[config.mk]
export PLATFORM = sky130hd
export DESIGN_NAME = frac_clk_mult
export DESIGN_NICKNAME = d
export VERILOG_FILES = /design/src/rtl/fcm_pkg.sv /design/src/rtl/fcm_window.sv /design/src/rtl/fcm_regif.sv /design/src/rtl/fcm_commit.sv /design/src/rtl/fcm_swallow.sv /design/src/rtl/frac_clk_mult.sv
export SDC_FILE = /design/constraint.sdc
export NUM_CORES = 1
export LEC_CHECK = 0
export ABC_AREA = 1
export BUFFER_PORTS_ARGS = -buffer_cell sky130_fd_sc_hd__buf_2
export CORE_ASPECT_RATIO = 0.75
export CORE_UTILIZATION = 37
export DETAILED_ROUTE_END_ITERATION = 16
export PLACE_DENSITY = 0.75
export SLEW_MARGIN = 20
export SYNTH_ARGS = -nofsm -noshare
export SYNTH_HDL_FRONTEND = slang
export SYNTH_SLANG_ARGS = --single-unit
[constraint.sdc]
create_clock -name clk_i -period 1.35 [get_ports clk_i]
set_input_delay 0.0675 -clock clk_i [delete_from_list [all_inputs] [get_ports clk_i]]
set_output_delay 0.0675 -clock clk_i [all_outputs]
set_load 0.02 [all_outputs]
[src/rtl/fcm_pkg.sv]
package fcm_pkg;
  typedef enum logic [1:0] {
    ST_IDLE = 2'd0,
    ST_WAIT = 2'd1,
    ST_DONE = 2'd2
  } commit_st_e;
endpackage

[src/rtl/fcm_window.sv]
module fcm_window #(
  parameter int unsigned WIN_W = 5
) (
  input  logic clk_i,
  input  logic rst_ni,
  output logic win_last_o
);
  logic [WIN_W-1:0] win_q;

  always_ff @(posedge clk_i or negedge rst_ni) begin
    if (!rst_ni) win_q <= '0;
    else         win_q <= win_q + 1'b1;
  end

  assign win_last_o = &win_q;
endmodule

[src/rtl/fcm_regif.sv]
module fcm_regif #(
  parameter int unsigned DATA_W    = 32,
  parameter int unsigned ADDR_W    = 4,
  parameter int unsigned FIELD_W   = 5,
  parameter int unsigned FIELD_LSB = 8,
  parameter int unsigned KICK_BIT  = 31,
  parameter logic [ADDR_W-1:0] RATE_ADDR = 'h0,
  parameter logic [ADDR_W-1:0] CMD_ADDR  = 'h4
) (
  input  logic               clk_i,
  input  logic               rst_ni,
  input  logic               bus_valid_i,
  input  logic               bus_write_i,
  input  logic [ADDR_W-1:0]  bus_addr_i,
  input  logic [DATA_W-1:0]  bus_wdata_i,
  output logic [DATA_W-1:0]  bus_rdata_o,
  input  logic               busy_i,
  output logic [FIELD_W-1:0] staged_field_o,
  output logic               kick_req_o
);
  logic [DATA_W-1:0] rate_q;
  logic              wr_ok;
  logic              rate_we;

  assign wr_ok      = bus_valid_i && bus_write_i && !busy_i;
  assign rate_we    = wr_ok && (bus_addr_i == RATE_ADDR);
  assign kick_req_o = wr_ok && (bus_addr_i == CMD_ADDR) && bus_wdata_i[KICK_BIT];

  always_ff @(posedge clk_i or negedge rst_ni) begin
    if (!rst_ni)      rate_q <= '0;
    else if (rate_we) rate_q <= bus_wdata_i;
  end

  assign staged_field_o = rate_q[FIELD_LSB +: FIELD_W];

  always_comb begin
    bus_rdata_o = '0;
    if (bus_addr_i == RATE_ADDR)     bus_rdata_o = rate_q;
    else if (bus_addr_i == CMD_ADDR) bus_rdata_o[KICK_BIT] = busy_i;
  end

  AST_BUSY_LOCKS_RATE: assert property (@(posedge clk_i) disable iff (!rst_ni)
    busy_i |=> $stable(rate_q));
  AST_NO_KICK_WHILE_BUSY: assert property (@(posedge clk_i) disable iff (!rst_ni)
    busy_i |-> !kick_req_o);
endmodule

[src/rtl/fcm_commit.sv]
module fcm_commit
  import fcm_pkg::*;
#(
  parameter int unsigned FIELD_W = 5
) (
  input  logic               clk_i,
  input  logic               rst_ni,
  input  logic               kick_req_i,
  input  logic [FIELD_W-1:0] staged_field_i,
  input  logic               win_last_i,
  output logic               busy_o,
  output logic [FIELD_W-1:0] active_field_o
);
  commit_st_e        st_q;
  logic [FIELD_W-1:0] active_q;

  always_ff @(posedge clk_i or negedge rst_ni) begin
    if (!rst_ni) begin
      st_q     <= ST_IDLE;
      active_q <= '0;
    end else begin
      unique case (st_q)
        ST_IDLE: if (kick_req_i) st_q <= ST_WAIT;
        ST_WAIT: if (win_last_i) begin
          active_q <= staged_field_i;  // copy only at window end
          st_q     <= ST_DONE;
        end
        ST_DONE: st_q <= ST_IDLE;
        default: st_q <= ST_IDLE;
      endcase
    end
  end

  assign busy_o         = (st_q != ST_IDLE);
  assign active_field_o = active_q;

  AST_COMMIT_ON_EDGE: assert property (@(posedge clk_i) disable iff (!rst_ni)
    !$stable(active_q) |-> $past(win_last_i));
  AST_KICK_SELF_CLEAR: assert property (@(posedge clk_i) disable iff (!rst_ni)
    $fell(busy_o) |-> $past(win_last_i, 2));
  AST_KICK_RISE: assert property (@(posedge clk_i) disable iff (!rst_ni)
    $rose(busy_o) |-> $past(kick_req_i));
endmodule

[src/rtl/fcm_swallow.sv]
module fcm_swallow #(
  parameter int unsigned FIELD_W = 5
) (
  input  logic               clk_i,
  input  logic               rst_ni,
  input  logic [FIELD_W-1:0] active_field_i,
  input  logic               win_last_i,
  output logic               en_o
);
  localparam int unsigned MW  = FIELD_W + 1;
  localparam int unsigned DEN = 1 << FIELD_W;

  logic [FIELD_W-1:0] acc_q;
  logic [MW-1:0]      mult;
  logic [MW-1:0]      sum;
  logic [MW-1:0]      cnt_q;

  assign mult = MW'(DEN) - {1'b0, active_field_i};
  assign sum  = {1'b0, acc_q} + mult;
  assign en_o = sum[FIELD_W];  // carry out of the accumulator

  always_ff @(posedge clk_i or negedge rst_ni) begin
    if (!rst_ni) acc_q <= '0;
    else         acc_q <= sum[FIELD_W-1:0];
  end

  // enable count within the current window, for checking only
  always_ff @(posedge clk_i or negedge rst_ni) begin
    if (!rst_ni)         cnt_q <= '0;
    else if (win_last_i) cnt_q <= '0;
    else                 cnt_q <= cnt_q + MW'(en_o);
  end

  AST_WINDOW_COUNT: assert property (@(posedge clk_i) disable iff (!rst_ni)
    win_last_i |-> ((cnt_q + MW'(en_o)) == mult));
  AST_FULL_RATE: assert property (@(posedge clk_i) disable iff (!rst_ni)
    (active_field_i == '0) |-> en_o);
  AST_MULT_RANGE: assert property (@(posedge clk_i) disable iff (!rst_ni)
    (mult != '0) && (mult <= MW'(DEN)));
endmodule

[src/rtl/frac_clk_mult.sv]
module frac_clk_mult #(
  parameter int unsigned DATA_W    = 32,
  parameter int unsigned ADDR_W    = 4,
  parameter int unsigned FIELD_W   = 5,
  parameter int unsigned FIELD_LSB = 8,
  parameter int unsigned KICK_BIT  = 31,
  parameter logic [ADDR_W-1:0] RATE_ADDR = 'h0,
  parameter logic [ADDR_W-1:0] CMD_ADDR  = 'h4
) (
  input  logic              clk_i,
  input  logic              rst_ni,
  input  logic              bus_valid_i,
  input  logic              bus_write_i,
  input  logic [ADDR_W-1:0] bus_addr_i,
  input  logic [DATA_W-1:0] bus_wdata_i,
  output logic [DATA_W-1:0] bus_rdata_o,
  output logic              clk_en_o
);
  logic               win_last;
  logic               busy;
  logic               kick_req;
  logic [FIELD_W-1:0] staged_field;
  logic [FIELD_W-1:0] active_field;

  fcm_window #(.WIN_W(FIELD_W)) u_window (
    .clk_i      (clk_i),
    .rst_ni     (rst_ni),
    .win_last_o (win_last)
  );

  fcm_regif #(
    .DATA_W(DATA_W), .ADDR_W(ADDR_W), .FIELD_W(FIELD_W), .FIELD_LSB(FIELD_LSB),
    .KICK_BIT(KICK_BIT), .RATE_ADDR(RATE_ADDR), .CMD_ADDR(CMD_ADDR)
  ) u_regif (
    .clk_i          (clk_i),
    .rst_ni         (rst_ni),
    .bus_valid_i    (bus_valid_i),
    .bus_write_i    (bus_write_i),
    .bus_addr_i     (bus_addr_i),
    .bus_wdata_i    (bus_wdata_i),
    .bus_rdata_o    (bus_rdata_o),
    .busy_i         (busy),
    .staged_field_o (staged_field),
    .kick_req_o     (kick_req)
  );

  fcm_commit #(.FIELD_W(FIELD_W)) u_commit (
    .clk_i          (clk_i),
    .rst_ni         (rst_ni),
    .kick_req_i     (kick_req),
    .staged_field_i (staged_field),
    .win_last_i     (win_last),
    .busy_o         (busy),
    .active_field_o (active_field)
  );

  fcm_swallow #(.FIELD_W(FIELD_W)) u_swallow (
    .clk_i          (clk_i),
    .rst_ni         (rst_ni),
    .active_field_i (active_field),
    .win_last_i     (win_last),
    .en_o           (clk_en_o)
  );
endmodule

==> impl_metrics.py <==
metrics = {
    "run_status": {
        "outcome": "complete, but fails checks",
        "violations": "design-rule violations, negative setup slack",
    },
    "global_routing": {
        "grt_pass1_wl_um": 8640,
        "grt_pass1_vias": 1887,
        "grt.overflow.total": 0,
        "grt_max_degree": 33,
        "grt_usage_pct": 16.4,
        "antenna_found_initial": 0,
    },
    "placement": {
        "io_buffers": 72,
        "dp_hpwl_um": 3670,
        "gp_congestion": 0.773,
        "preCtsSetupSlack_ns": -0.0186,
    },
    "cts": {
        "clk_path_buf_depth": 2,
        "root_buffer": "clkbuf_8",
        "cts_tree": "done",
        "cts-htree-levels": 2,
        "path_clk_slew_ns": 0.08,
        "cts.sinks": 49,
        "insertion_delay_ns": 0.30,
        "cts_made_buffers": 5,
    },
    "synthesis": {
        "ys_ff_latch": 49,
        "synth_area_leaders": "dfrtp_1, nand2_1, nand3_1",
        "yosys_warnings": 0,
        "synth.net_count": 349,
        "synth_top_area_share_pct": 50.8,
        "synth_cells": 301,
        "synth-seq-area-share_pct": 50.8,
        "synth_cell_types": 20,
        "netlist_area_um2": 2420,
        "synth_top_area_cell": "dfrtp_1",
        "synth.avg_cell_area_um2": 8.03,
    },
    "routing": {
        "num_vias": 2141,
        "antenna_left": 0,
        "dr.pass1.iters": 10,
        "drt_iter0_drc": 71,
        "drc": 2,
        "drt-total-wl_um": 5320,
        "vias_per_cell": 4.57,
        "post_drt_wl_per_cell_um": 11.3,
    },
    "worst_hold_path": {
        "hold_start": "bus_wdata_i[20]",
        "hold_path_depth": 3,
        "hold_path.class": "input port to flip-flop",
        "hold_end": "u_regif.rate_q[20]",
    },
    "setup_path": {
        "reg2reg_slack_ns": 0.04,
        "rr_startpoint": "u_swallow.acc_q[0]",
        "rr_worst_depth": 8,
        "path_max_fanout": 4,
        "start_kind": "flip-flop",
        "crit_arrival_ns": 1.46,
        "end_kind": "output port",
        "reg2reg_to": "u_swallow.acc_q[4]",
        "critPathKind": "flip-flop to output port",
        "worstPathRequired_ns": 1.28,
    },
    "sta": {
        "worst_slack_ns": -0.178,
        "period_needed_ns": 1.53,
        "worst_pin_slew_ns": 0.538,
        "finalCritPeriodShare_pct": 113,
        "grt_setup_unrepaired": "true",
        "relSlewSlack_pct": 64.1,
        "fmaxAchievable_mhz": 655,
        "hold_viol_final": 0,
        "setup_viol": 1,
        "drv_slew": 0,
        "fin_skew_ns": 0.00486,
    },
    "finish": {
        "drive_above_1_share_pct": 29.4,
        "fin_nets": 435,
        "area_delta_synth_final_pct": 30.2,
        "num_antenna_cells": 0,
    },
    "pwr": {
        "irDropWorstVdd_uv": 429,
        "p_total_uw": 3380,
        "power.density_nw_per_um2": 1070,
        "p_leak_uw": 0.00171,
    },
    "floorplanning": {
        "core_area_um2": 6320,
        "rows": 25,
        "die_w_um": 95.3,
        "dieArea_um2": 6860,
        "die_h_um": 72.0,
        "io_pins": 73,
        "start_util_pct": 38.2,
    },
    "run": {
        "cap_violations": 0,
    },
}
==> layout by cell type, fill, tap and decap left out <==
cell,count
nand2_1,81
buf_2,71
dfrtp_1,49
inv_1,40
nand3_1,40
nor2_1,34
inv_2,13
dlygate4sd3_1,10
o21ai_1,7
buf_4,7
clkbuf_8,5
ha_4,4
nand3_2,3
nor2_4,3
ha_1,3
clkbuf_1,3
nand2_2,2
a21oi_1,2
xor2_1,2
buf_12,2
nand4_1,1
o21ai_2,1
xnor2_1,1
nand2_8,1
nor3_1,1
fa_2,1
buf_6,1
==> report_power, final <==
part / internal [uW] / switching [uW] / total [uW]
clock: 369 / 449 / 818
combinational: 415 / 460 / 875
sequential: 1600 / 84.1 / 1680
total: 2380 / 994 / 3380
==> registers in the layout, summed over array words and instances (netlist names) <==
name	count
u_swallow.acc_q	5
u_window.win_q	5
u_regif.rate_q	32
u_commit.active_field_o	5
u_commit.st_q	2
==> cells in the mapped netlist <==
cell type and instances:
nand2_1 82, dfrtp_1 49, inv_1 47, nand3_1 43, nor2_1 34, o21ai_1 8, ha_1 7, buf_4 6
inv_2 6, buf_2 3, buf_6 3, nor2_4 3, a21oi_1 2, xor2_1 2, fa_1 1, nand2_2 1
nand2_4 1, nand4_1 1, nor3_1 1, xnor2_1 1
==> critical path, stage by stage (launching register included) <==
cell and delay, ns:
dfrtp_1 0.38, inv_2 0.08, ha_4 0.22, nand2_2 0.06, inv_2 0.04, o21ai_2 0.13
nand3_2 0.11, buf_6 0.14
==> through the flow <==
stage                     utilization (%)  std cells  hold WS (ns)  setup TNS, ns  area (um^2)
final                                49.8        469       0.00742         -0.178         3150
after global routing                 49.8        469      0.000761         -0.600         3150
after CTS                            49.0        468      0.000856         -0.162         3100
after detailed placement             45.3        449        0.0556        -0.0186         2860
after global placement               45.3        449        0.0548              0         2860
after floorplan                         -        301        -0.228              0         2420
==> layout make-up <==
| type | count | area, um^2 |
|---|---|---|
| Sequential cell | 49 | 1230 |
| Timing Repair Buffer | 91 | 559 |
| Fill cell | 613 | 3170 |
| Inverter | 53 | 199 |
| Tap cell | 81 | 101 |
| Clock buffer | 8 | 80.1 |
| Multi-Input combinational cell | 187 | 980 |
==> how the worst max path moves through the flow <==
stage,cells past startpoint,from,endpoint,slack (ns)
after detailed placement,8,u_swallow.acc_q[0],u_swallow.acc_q[4],-0.02
after global routing,7,u_commit.active_field_o[2],clk_en_o,-0.25
final,7,u_commit.active_field_o[2],clk_en_o,-0.18
after CTS,7,u_commit.active_field_o[2],clk_en_o,-0.16
after floorplan,8,u_swallow.acc_q[0],u_swallow.acc_q[4],0.04
after global placement,8,u_swallow.acc_q[0],u_swallow.acc_q[4],0.004
==> logic make-up (layout without fill, tap and decap cells) <==
kind of cell / after synthesis / in the layout / synth area share (%)
adder cells (fa/ha/maj): 8 / 8 / 4.45
flip-flops: 49 / 49 / 50.8
buffers and inverters: 65 / 152 / 12.1
XOR/XNOR: 3 / 3 / 1.09
AND/OR/NAND/NOR: 166 / 166 / 29.5
AO/OA/AOI/OAI: 10 / 10 / 2.07
==> timing repair <==
action | 4_1_cts | 5_1_grt
hold endpoints to repair | 29 | 0
endpoints found under the setup margin | 2 | 31
hold buffers | 10 | 0
resized for setup | 8 | 13
buffers inserted | 1 | 1
pin swaps | 3 | 7
==> per-layer routing <==
metal	global-route usage, %	vias to the layer above	share of wire, %	wire length [um]
li1	-	1079	-	-
met1	21.8	997	45	2410
met2	27.0	60	48	2570
met3	4.19	5	5.7	303
met4	3.54	0	0.70	37
met5	0	-	0	0
No activity file was read; power rests on OpenSTA's default activity.
